[src/rtl/waw_sb_pkg.sv]
package waw_sb_pkg;
  typedef enum logic {
    UNIT_ALU = 1'b0,
    UNIT_DIV = 1'b1
  } unit_e;
endpackage

[src/rtl/waw_sb_entry.sv]
module waw_sb_entry #(
  parameter int unsigned CNT_W = 3
) (
  input  logic             clk_i,
  input  logic             rst_ni,
  input  logic             set_i,
  input  logic [CNT_W-1:0] set_cnt_i,
  input  logic             clr_i,
  output logic             pend_o,
  output logic [CNT_W-1:0] cnt_o
);
  logic             pend_q;
  logic [CNT_W-1:0] cnt_q;

  always_ff @(posedge clk_i or negedge rst_ni) begin
    if (!rst_ni) begin
      pend_q <= 1'b0;
      cnt_q  <= '0;
    end else if (set_i) begin
      pend_q <= 1'b1;
      cnt_q  <= set_cnt_i;
    end else begin
      // only the write whose window has run out may retire the entry
      if (clr_i && cnt_q == '0) pend_q <= 1'b0;
      if (cnt_q != '0) cnt_q <= cnt_q - 1'b1;
    end
  end

  assign pend_o = pend_q;
  assign cnt_o  = cnt_q;

  a_r7_countdown: assert property (@(posedge clk_i) disable iff (!rst_ni)
    (!set_i && cnt_q != '0) |=> (cnt_q == $past(cnt_q) - 1'b1));
  a_r7_stale_kept: assert property (@(posedge clk_i) disable iff (!rst_ni)
    (pend_q && cnt_q != '0) |=> pend_q);
  a_r7_clear: assert property (@(posedge clk_i) disable iff (!rst_ni)
    (pend_q && clr_i && cnt_q == '0 && !set_i) |=> !pend_q);
  a_r8_set_wins: assert property (@(posedge clk_i) disable iff (!rst_ni)
    set_i |=> pend_q);
  a_r3_idle_zero: assert property (@(posedge clk_i) disable iff (!rst_ni)
    !pend_q |-> cnt_q == '0);
endmodule

[src/rtl/waw_sb_clr_dec.sv]
module waw_sb_clr_dec #(
  parameter int unsigned NUM_REGS = 32,
  localparam int unsigned REG_W = $clog2(NUM_REGS)
) (
  input  logic                alu_valid_i,
  input  logic [REG_W-1:0]    alu_rd_i,
  input  logic                div_valid_i,
  input  logic [REG_W-1:0]    div_rd_i,
  output logic [NUM_REGS-1:0] clr_o
);
  for (genvar r = 0; r < NUM_REGS; r++) begin : g_clr
    assign clr_o[r] = (alu_valid_i && alu_rd_i == REG_W'(r)) ||
                      (div_valid_i && div_rd_i == REG_W'(r));
  end
endmodule

[src/rtl/waw_sb_lookup.sv]
module waw_sb_lookup
  import waw_sb_pkg::*;
#(
  parameter int unsigned NUM_REGS = 32,
  parameter int unsigned ALU_LAT  = 1,
  parameter int unsigned DIV_LAT  = 8,
  localparam int unsigned REG_W = $clog2(NUM_REGS),
  localparam int unsigned CNT_W = $clog2(DIV_LAT + 1)
) (
  input  logic                           clk_i,
  input  logic                           rst_ni,
  input  logic                           valid_i,
  input  unit_e                          unit_i,
  input  logic [REG_W-1:0]               rd_i,
  input  logic [NUM_REGS-1:0]            pend_i,
  input  logic [NUM_REGS-1:0][CNT_W-1:0] cnt_i,
  output logic                           stall_o,
  output logic [CNT_W-1:0]               load_cnt_o
);
  logic [CNT_W:0]   need_lat;
  logic [CNT_W-1:0] left;
  logic             hit;

  always_comb begin
    need_lat   = (unit_i == UNIT_DIV) ? (CNT_W+1)'(DIV_LAT) : (CNT_W+1)'(ALU_LAT);
    load_cnt_o = (unit_i == UNIT_DIV) ? CNT_W'(DIV_LAT - 1) : CNT_W'(ALU_LAT - 1);
    hit        = (rd_i != '0) && pend_i[rd_i];
    left       = cnt_i[rd_i];
    // stall unless the new write is sure to land after the pending one
    stall_o    = valid_i && hit && ({1'b0, left} >= need_lat);
  end

  a_r4_order_kept: assert property (@(posedge clk_i) disable iff (!rst_ni)
    (valid_i && !stall_o && rd_i != '0 && pend_i[rd_i]) |-> ({1'b0, cnt_i[rd_i]} < need_lat));
  a_r6_no_false_stall: assert property (@(posedge clk_i) disable iff (!rst_ni)
    stall_o |-> pend_i[rd_i]);
endmodule

[src/rtl/waw_scoreboard.sv]
module waw_scoreboard
  import waw_sb_pkg::*;
#(
  parameter int unsigned NUM_REGS = 32,
  parameter int unsigned ALU_LAT  = 1,
  parameter int unsigned DIV_LAT  = 8,
  localparam int unsigned REG_W = $clog2(NUM_REGS),
  localparam int unsigned CNT_W = $clog2(DIV_LAT + 1)
) (
  input  logic                clk_i,
  input  logic                rst_ni,
  input  logic                dec_valid_i,
  input  logic                dec_unit_i,
  input  logic [REG_W-1:0]    dec_rd_i,
  output logic                stall_o,
  output logic                issue_o,
  input  logic                alu_wb_valid_i,
  input  logic [REG_W-1:0]    alu_wb_rd_i,
  input  logic                div_wb_valid_i,
  input  logic [REG_W-1:0]    div_wb_rd_i,
  output logic [NUM_REGS-1:0] pend_o
);
  logic [NUM_REGS-1:0][CNT_W-1:0] cnt;
  logic [NUM_REGS-1:0]            clr;
  logic [CNT_W-1:0]               load_cnt;
  unit_e                          unit;

  assign unit    = unit_e'(dec_unit_i);
  assign issue_o = dec_valid_i && !stall_o;

  waw_sb_lookup #(
    .NUM_REGS(NUM_REGS), .ALU_LAT(ALU_LAT), .DIV_LAT(DIV_LAT)
  ) u_lookup (
    .clk_i      (clk_i),
    .rst_ni     (rst_ni),
    .valid_i    (dec_valid_i),
    .unit_i     (unit),
    .rd_i       (dec_rd_i),
    .pend_i     (pend_o),
    .cnt_i      (cnt),
    .stall_o    (stall_o),
    .load_cnt_o (load_cnt)
  );

  waw_sb_clr_dec #(.NUM_REGS(NUM_REGS)) u_clr_dec (
    .alu_valid_i (alu_wb_valid_i),
    .alu_rd_i    (alu_wb_rd_i),
    .div_valid_i (div_wb_valid_i),
    .div_rd_i    (div_wb_rd_i),
    .clr_o       (clr)
  );

  for (genvar r = 0; r < NUM_REGS; r++) begin : g_reg
    if (r == 0) begin : g_zero
      assign pend_o[r] = 1'b0;
      assign cnt[r]    = '0;
    end else begin : g_entry
      waw_sb_entry #(.CNT_W(CNT_W)) u_entry (
        .clk_i     (clk_i),
        .rst_ni    (rst_ni),
        .set_i     (issue_o && dec_rd_i == REG_W'(r)),
        .set_cnt_i (load_cnt),
        .clr_i     (clr[r]),
        .pend_o    (pend_o[r]),
        .cnt_o     (cnt[r])
      );
    end
  end

  a_r2_stall_needs_req: assert property (@(posedge clk_i) disable iff (!rst_ni)
    stall_o |-> dec_valid_i);
  a_r3_issue_marks: assert property (@(posedge clk_i) disable iff (!rst_ni)
    (issue_o && dec_rd_i != '0) |=> pend_o[$past(dec_rd_i)]);
  a_r9_zero_free: assert property (@(posedge clk_i) disable iff (!rst_ni)
    (dec_rd_i == '0) |-> !stall_o);
  a_r2_stall_frozen: assert property (@(posedge clk_i) disable iff (!rst_ni)
    (stall_o && !clr[dec_rd_i]) |=> pend_o[$past(dec_rd_i)]);
endmodule

[config.mk]
export PLATFORM = sky130hd
export DESIGN_NAME = waw_scoreboard
export DESIGN_NICKNAME = d
export VERILOG_FILES = /design/src/rtl/waw_sb_pkg.sv /design/src/rtl/waw_sb_entry.sv /design/src/rtl/waw_sb_clr_dec.sv /design/src/rtl/waw_sb_lookup.sv /design/src/rtl/waw_scoreboard.sv
export SDC_FILE = /design/constraint.sdc
export NUM_CORES = 1
export LEC_CHECK = 0
export CAP_MARGIN = 0
export CORE_MARGIN = 2
export CORE_UTILIZATION = 62
export CTS_BUF_LIST = sky130_fd_sc_hd__clkbuf_16
export CTS_CLUSTER_SIZE = 28
export DETAILED_ROUTE_END_ITERATION = 8
export PLACE_DENSITY = 0.82
export SLEW_MARGIN = 20
export SYNTH_ARGS = -nofsm -noshare
export SYNTH_HDL_FRONTEND = slang
export SYNTH_HIERARCHICAL = 1
export SYNTH_SLANG_ARGS = --single-unit
export TNS_END_PERCENT = 30
[constraint.sdc]
create_clock -name clk_i -period 11.5 [get_ports clk_i]
set_input_delay 1.15 -clock clk_i [delete_from_list [all_inputs] [get_ports clk_i]]
set_output_delay 1.15 -clock clk_i [all_outputs]
set_load 0.1 [all_outputs]
# --- Word-level counts from Yosys, hierarchy flattened ---
# Cells that the tools add are included.
totals:
  reg_bits: 155
  latchBits: 0
  mem_bits_rw: 0
  mem_bits_ro: 0
  input_bits: 21
  out_inout_bits: 34
  word_cells: 603
  mem_count: 0
classes:
  n_addsub: 31
  n_mul: 0
  n_div: 0
  n_lt_le_gt_ge: 2
  n_eq_ne: 93
  shift: 0
  muxes: 130
  bitwise: 0
  n_reduce_logical: 285
op_table:
  columns: ["operator", "n"]
  rows:
  - ["$mux W4", 64]
  - ["$eq A5 B5 Y1 const B", 48]
  - ["$logic_and A1 B1 Y1", 128]
  - ["$logic_not A4 Y1", 31]
  - ["$reduce_bool A2 Y1", 62]
  - ["$reduce_bool A4 Y1", 31]
  - ["$sub A4 B1 Y4 const B", 31]
  - ["$eq A5 B4 Y1 const B", 24]
  - ["$mux W1", 63]
  - ["$eq A5 B3 Y1 const B", 12]
  - ["$logic_or A1 B1 Y1", 31]
  - ["$eq A5 B2 Y1 const B", 6]
  - ["$bmux W4 S5", 1]
  - ["$eq A5 B1 Y1 const B", 3]
  - ["$lt A5 B6 Y1 const B", 1]
  - ["$bmux W1 S5", 1]
  - ["$ge A4 B5 Y1", 1]
  - ["$reduce_bool A5 Y1", 1]
  - ["$mux W3", 1]
  - ["$logic_not A1 Y1", 1]

# --- Logic depth before layout (Yosys ltp) ---
depth:
  ltp_word: 9
  depth_mapped: 19
  mapped_depth_nobuf: 14

# --- Modules after synthesis ---
# Netlist, hierarchy kept.
modules_own_cells:
  columns: ["mod", "instances", "cells_per_inst", "area_each_um2", "seq_area_each_um2"]
  rows:
  - ["waw_sb_entry", 31, 29, 297.8, 125.1]
  - ["waw_sb_lookup", 1, 134, 1313.8, 0.0]
  - ["waw_sb_clr_dec", 1, 64, 442.9, 0.0]
  - ["waw_scoreboard", 1, 59, 367.9, 0.0]

# --- Worst setup path before layout ---
# Ideal clock, no wire load.
synth_timing:
  path_kind: "input to output"
  startpoint: "input dec_rd_i[0]"
  endpoint: "output issue_o"
  arrival_ns: 5.962
  required_ns: 10.350
  slack_ns: 4.388
  stages: 12
  path_buffers: 2
  path_cell_list: "buf_6 > buf_12 > mux4_1 > mux4_2 > mux2_2 > ha_1 > o21ai_0 > nor2_1 > nand2_1 > o21bai_1 > a22oi_1 > nor2b_1"
synth_between:
  elab_chain_cells: 7
  elab_cells_between_ends: 11
  classes_between: "order compare (1); mux (4); reduce/logical (6)"
synth_rtl:
  columns: ["element", "line_no", "source"]
  rows:
  - ["start: declaration", "waw_scoreboard.sv:14", "input logic [REG_W-1:0] dec_rd_i,"]
  - ["parallel branches: the longest is 4 deep, another holds $ge A4 B5 Y1", null, null]
  - ["$logic_and A1 B1 Y1 (*)", "waw_sb_lookup.sv:30", "stall_o = valid_i && hit && ({1'b0, left} >= need_lat);"]
  - ["named net stall_o", "waw_scoreboard.sv:15", "output logic stall_o,"]
  - ["$logic_not A1 Y1 (*)", "waw_scoreboard.sv:29", "assign issue_o = dec_valid_i && !stall_o;"]
  - ["$logic_and A1 B1 Y1 (*)", "waw_scoreboard.sv:29", null]
  - ["end: declaration", "waw_scoreboard.sv:16", "output logic issue_o,"]
# Mark *: on every way through the listed nets, which the timed path passes. The select of a mux whose other input is x is not followed.

# --- Final worst setup path ---
layout_timing:
  startpoint: "input dec_rd_i[0]"
  endpoint: "output issue_o"
layout_between:
  elab_chain_cells: 7
  elab_cells_between_ends: 11
  classes_between: "order compare (1); mux (4); reduce/logical (6)"
layout_rtl:
  columns: ["element", "line_no"]
  rows:
  - ["parallel branches: the longest is 4 deep, another holds $ge A4 B5 Y1", null]
  - ["$logic_and A1 B1 Y1 (*)", "waw_sb_lookup.sv:30"]
  - ["$logic_not A1 Y1 (*)", "waw_scoreboard.sv:29"]
  - ["$logic_and A1 B1 Y1 (*)", "waw_scoreboard.sv:29"]
# Mark *: on every way between the ends. The select of a mux whose other input is x is not followed.

==> reports/qor.log <==
INFO  outcome        outcome=finished, final reports clean
INFO  layout         antennaDiodeCount=0
INFO  timing         slew-limit-headroom=31.8%
INFO  place          numPortBuffers=53
INFO  cts            clkSinkCount=155
INFO  die            top_level_ports=55
INFO  cts            cts_tree=built
INFO  worst_setup_path setup.worst_path.class=input port to primary output
INFO  timing         finalClockSkew=0.00962ns
INFO  detailed_routing wirelength=29100um
INFO  layout         finalNetCount=1269
INFO  worst_setup_path critPathMaxFanout=53
INFO  synth          syn_avg_cell_area=9.83squm
INFO  cts            postCtsResizedCells=0
INFO  timing         post-route-period-util=60.8%
INFO  die            initial_core_util=63.2%
INFO  power          design_power_total=3.76mW
INFO  detailed_routing wl_per_cell=20.4um
INFO  worst_setup_path worst_r2r_endpoint=g_reg[14].g_entry.u_entry/cnt_o[3]
INFO  synth          yosysWarningCount=6
INFO  place          place_congestion=0.917
INFO  cts            path_clk_slew=0.06ns
INFO  hold_path      end_point_of_the_most_critical_hold_path=g_reg[19].g_entry.u_entry/pend_o
INFO  job            drv.max_cap_violation_count=0
INFO  synth          syn_inst=1155
INFO  worst_setup_path setup.worst_path.start_class=input port
INFO  cts            clk_path_buf_depth=2
INFO  timing         rsz0062_at_grt=no
INFO  global_route   largest_net_degree_at_the_start_of_global_routing=83
INFO  hold_path      timing.hold.worst.class=flop to flop
INFO  worst_setup_path critPathLaunch=dec_rd_i[0]
INFO  die            num_rows=49
INFO  detailed_routing vias_per_cell=6.45
INFO  worst_setup_path max_stage_delay=1.14ns
INFO  worst_setup_path worstPathCellList=buf_2 -> buf_4 -> mux4_1 -> mux4_2 -> mux2_2 -> ha_1 -> nor3b_1 -> o311ai_0 -> nor3_1 -> nand2_1 -> o211ai_1 -> a22oi_1 -> nor2b_1 -> clkdlybuf4s50_1
INFO  cts            cts.repair_timing.setup_buffer_count=0
INFO  worst_setup_path crit_path_max_delay_cell_type=clkdlybuf4s50_1
INFO  timing         worst_hold_slack=0.517ns
INFO  place          hpwlAfterDp=20000um
INFO  global_route   number_of_antenna_violations_at_the_first_check_in_global_routing=0
INFO  layout         layout-area-overhead-vs-synth=9.91%
INFO  timing         period_minus_slack=6.99ns
INFO  worst_setup_path critical_path.n_buffers_inverters=3
INFO  timing         report.final.slew_viol_count=0
INFO  worst_setup_path timing.reg2reg.setup_slack=6.09ns
INFO  global_route   global_route.usage.total=30.4%
INFO  hold_path      hp-start=g_reg[19].g_entry.u_entry/pend_o
INFO  layout         layout.core_utilization=69.4%
INFO  hold_path      worst_hold_path_stage_count=1
INFO  timing         fmaxAchievable=0.143GHz
INFO  die            die_y=139um
INFO  worst_setup_path cp-end-kind=primary output
INFO  synth          syn-cell-area=11300squm
INFO  layout         num-fill-cells=1348
INFO  worst_setup_path cpLargestDelayFamily=buffers and inverters
INFO  timing         setup-violations-final=0
INFO  timing         setup_tns=0ns
INFO  die            die_area=19400squm
INFO  global_route   first_global_vias=8788
INFO  timing         worst_pin_slew=1.02ns
INFO  global_route   grt_first_pass_wirelength=46700um
INFO  power          pwr_cell_area=301nW/um^2
INFO  cts            clock_latency=0.43ns
INFO  cts            cts-root-buf=clkbuf_16
INFO  global_route   grt_overflow=0
INFO  cts            cts_hold_buffers=0
INFO  detailed_routing final_antenna_net_count=0
INFO  worst_setup_path reg2regPathDepth=14
INFO  worst_setup_path crit_arrival=5.84ns
INFO  worst_setup_path cp.required=10.35ns
INFO  layout         drive_gt1_share=13.4%
INFO  detailed_routing via_count=9192
INFO  timing         hold_viol_final=0
INFO  cts            tritoncts.num_buffers=17
INFO  power          vdd.ir_drop.worst=0.000281V
INFO  die            dieWidth=139um
INFO  cts            clock_tree.htree_level_count=4
INFO  detailed_routing route.detailed.drc=0
INFO  worst_setup_path rr_startpoint=g_reg[13].g_entry.u_entry/cnt_o[3]
INFO  power          leakagePower=5.19nW
INFO  detailed_routing detailedRoute.firstIterationViolations=927
INFO  die            core-area=18000squm
INFO  detailed_routing first_pass_iters=5
-- cells in the final DEF (no fill, tap or decap), drive strengths merged, types with 6 or more instances in the layout --
master         instances
xnor2                 31
a211oi                 7
nor3                  76
dfrtp                155
conb                   6
nand2b                43
mux2i                  6
buf                   13
ha                    64
or4bb                  6
clkbuf                17
a21o                  31
o22ai                 32
nor3b                 63
inv                   64
nor2b                 63
nor2                  42
o21ai                 95
nand4b                10
clkinv                10
mux2                  32
mux4                  27
nor4                   6
nand2                139
a21oi                 35
a221o                 31
clkdlybuf4s50         49
-- where the power goes --
| part | leakage [nW] | internal [mW] | switching, mW |
|---|---|---|---|
| combinational | 3.06 | 0.951 | 1.07 |
| clock | 0.275 | 0.315 | 0.231 |
| sequential | 1.85 | 0.822 | 0.366 |
| total | 5.19 | 2.09 | 1.67 |
-- area by class of cell --
type	count	area, sq um	share of cell area, %
Clock buffer	17	425	3.41
Sequential cell	155	3880	31.1
Clock inverter	14	131	1.05
Inverter	64	240	1.93
Multi-Input combinational cell	884	6930	55.5
Tap cell	229	287	2.30
Timing Repair Buffer	62	584	4.68
-- worst register-to-register path, cell delays in order (launching register included) --
cell      delay, ns
dfrtp_1        0.47
mux4_1         0.55
mux4_2         0.50
mux2_2         0.28
ha_1           0.21
nor3b_1        0.33
o311ai_0       0.20
nor3_1         0.22
nand2_1        0.08
o211ai_1       0.10
a22oi_1        0.17
nand3b_1       0.83
nor2_1         0.85
nor3_1         0.14
a221o_1        0.36
-- worst max path at each step --
stage               cells past startpoint  endpoint  slack, ns
floorplan                              12   issue_o       4.39
global placement                       14   issue_o       4.66
detailed placement                     14   issue_o       4.56
CTS                                    14   issue_o       4.55
global route                           14   issue_o       4.31
finish                                 14   issue_o       4.51
-- flip-flops by register name, summed over array words and instances (netlist names) --
register,count
g.g_entry.u_entry/cnt_o,124
g.g_entry.u_entry/pend_o,31
-- metrics by stage --
step / setup WS, ns / cell area, sq um / std cells
floorplan: 4.39 / 11400 / 1159
global placement: 4.66 / 11900 / 1394
detailed placement: 4.56 / 11900 / 1394
CTS: 4.55 / 12500 / 1425
global route: 4.31 / 12500 / 1425
finish: 4.51 / 12500 / 1425
-- routing by layer --
metal	share of wire [%]	GRT usage [%]	routed length [um]
met1	42	41.2	12300
met2	47	47.3	13600
met3	8.6	8.88	2500
met4	2.3	10.2	654
met5	0	0	0
(Power assumes the default switching activity.)
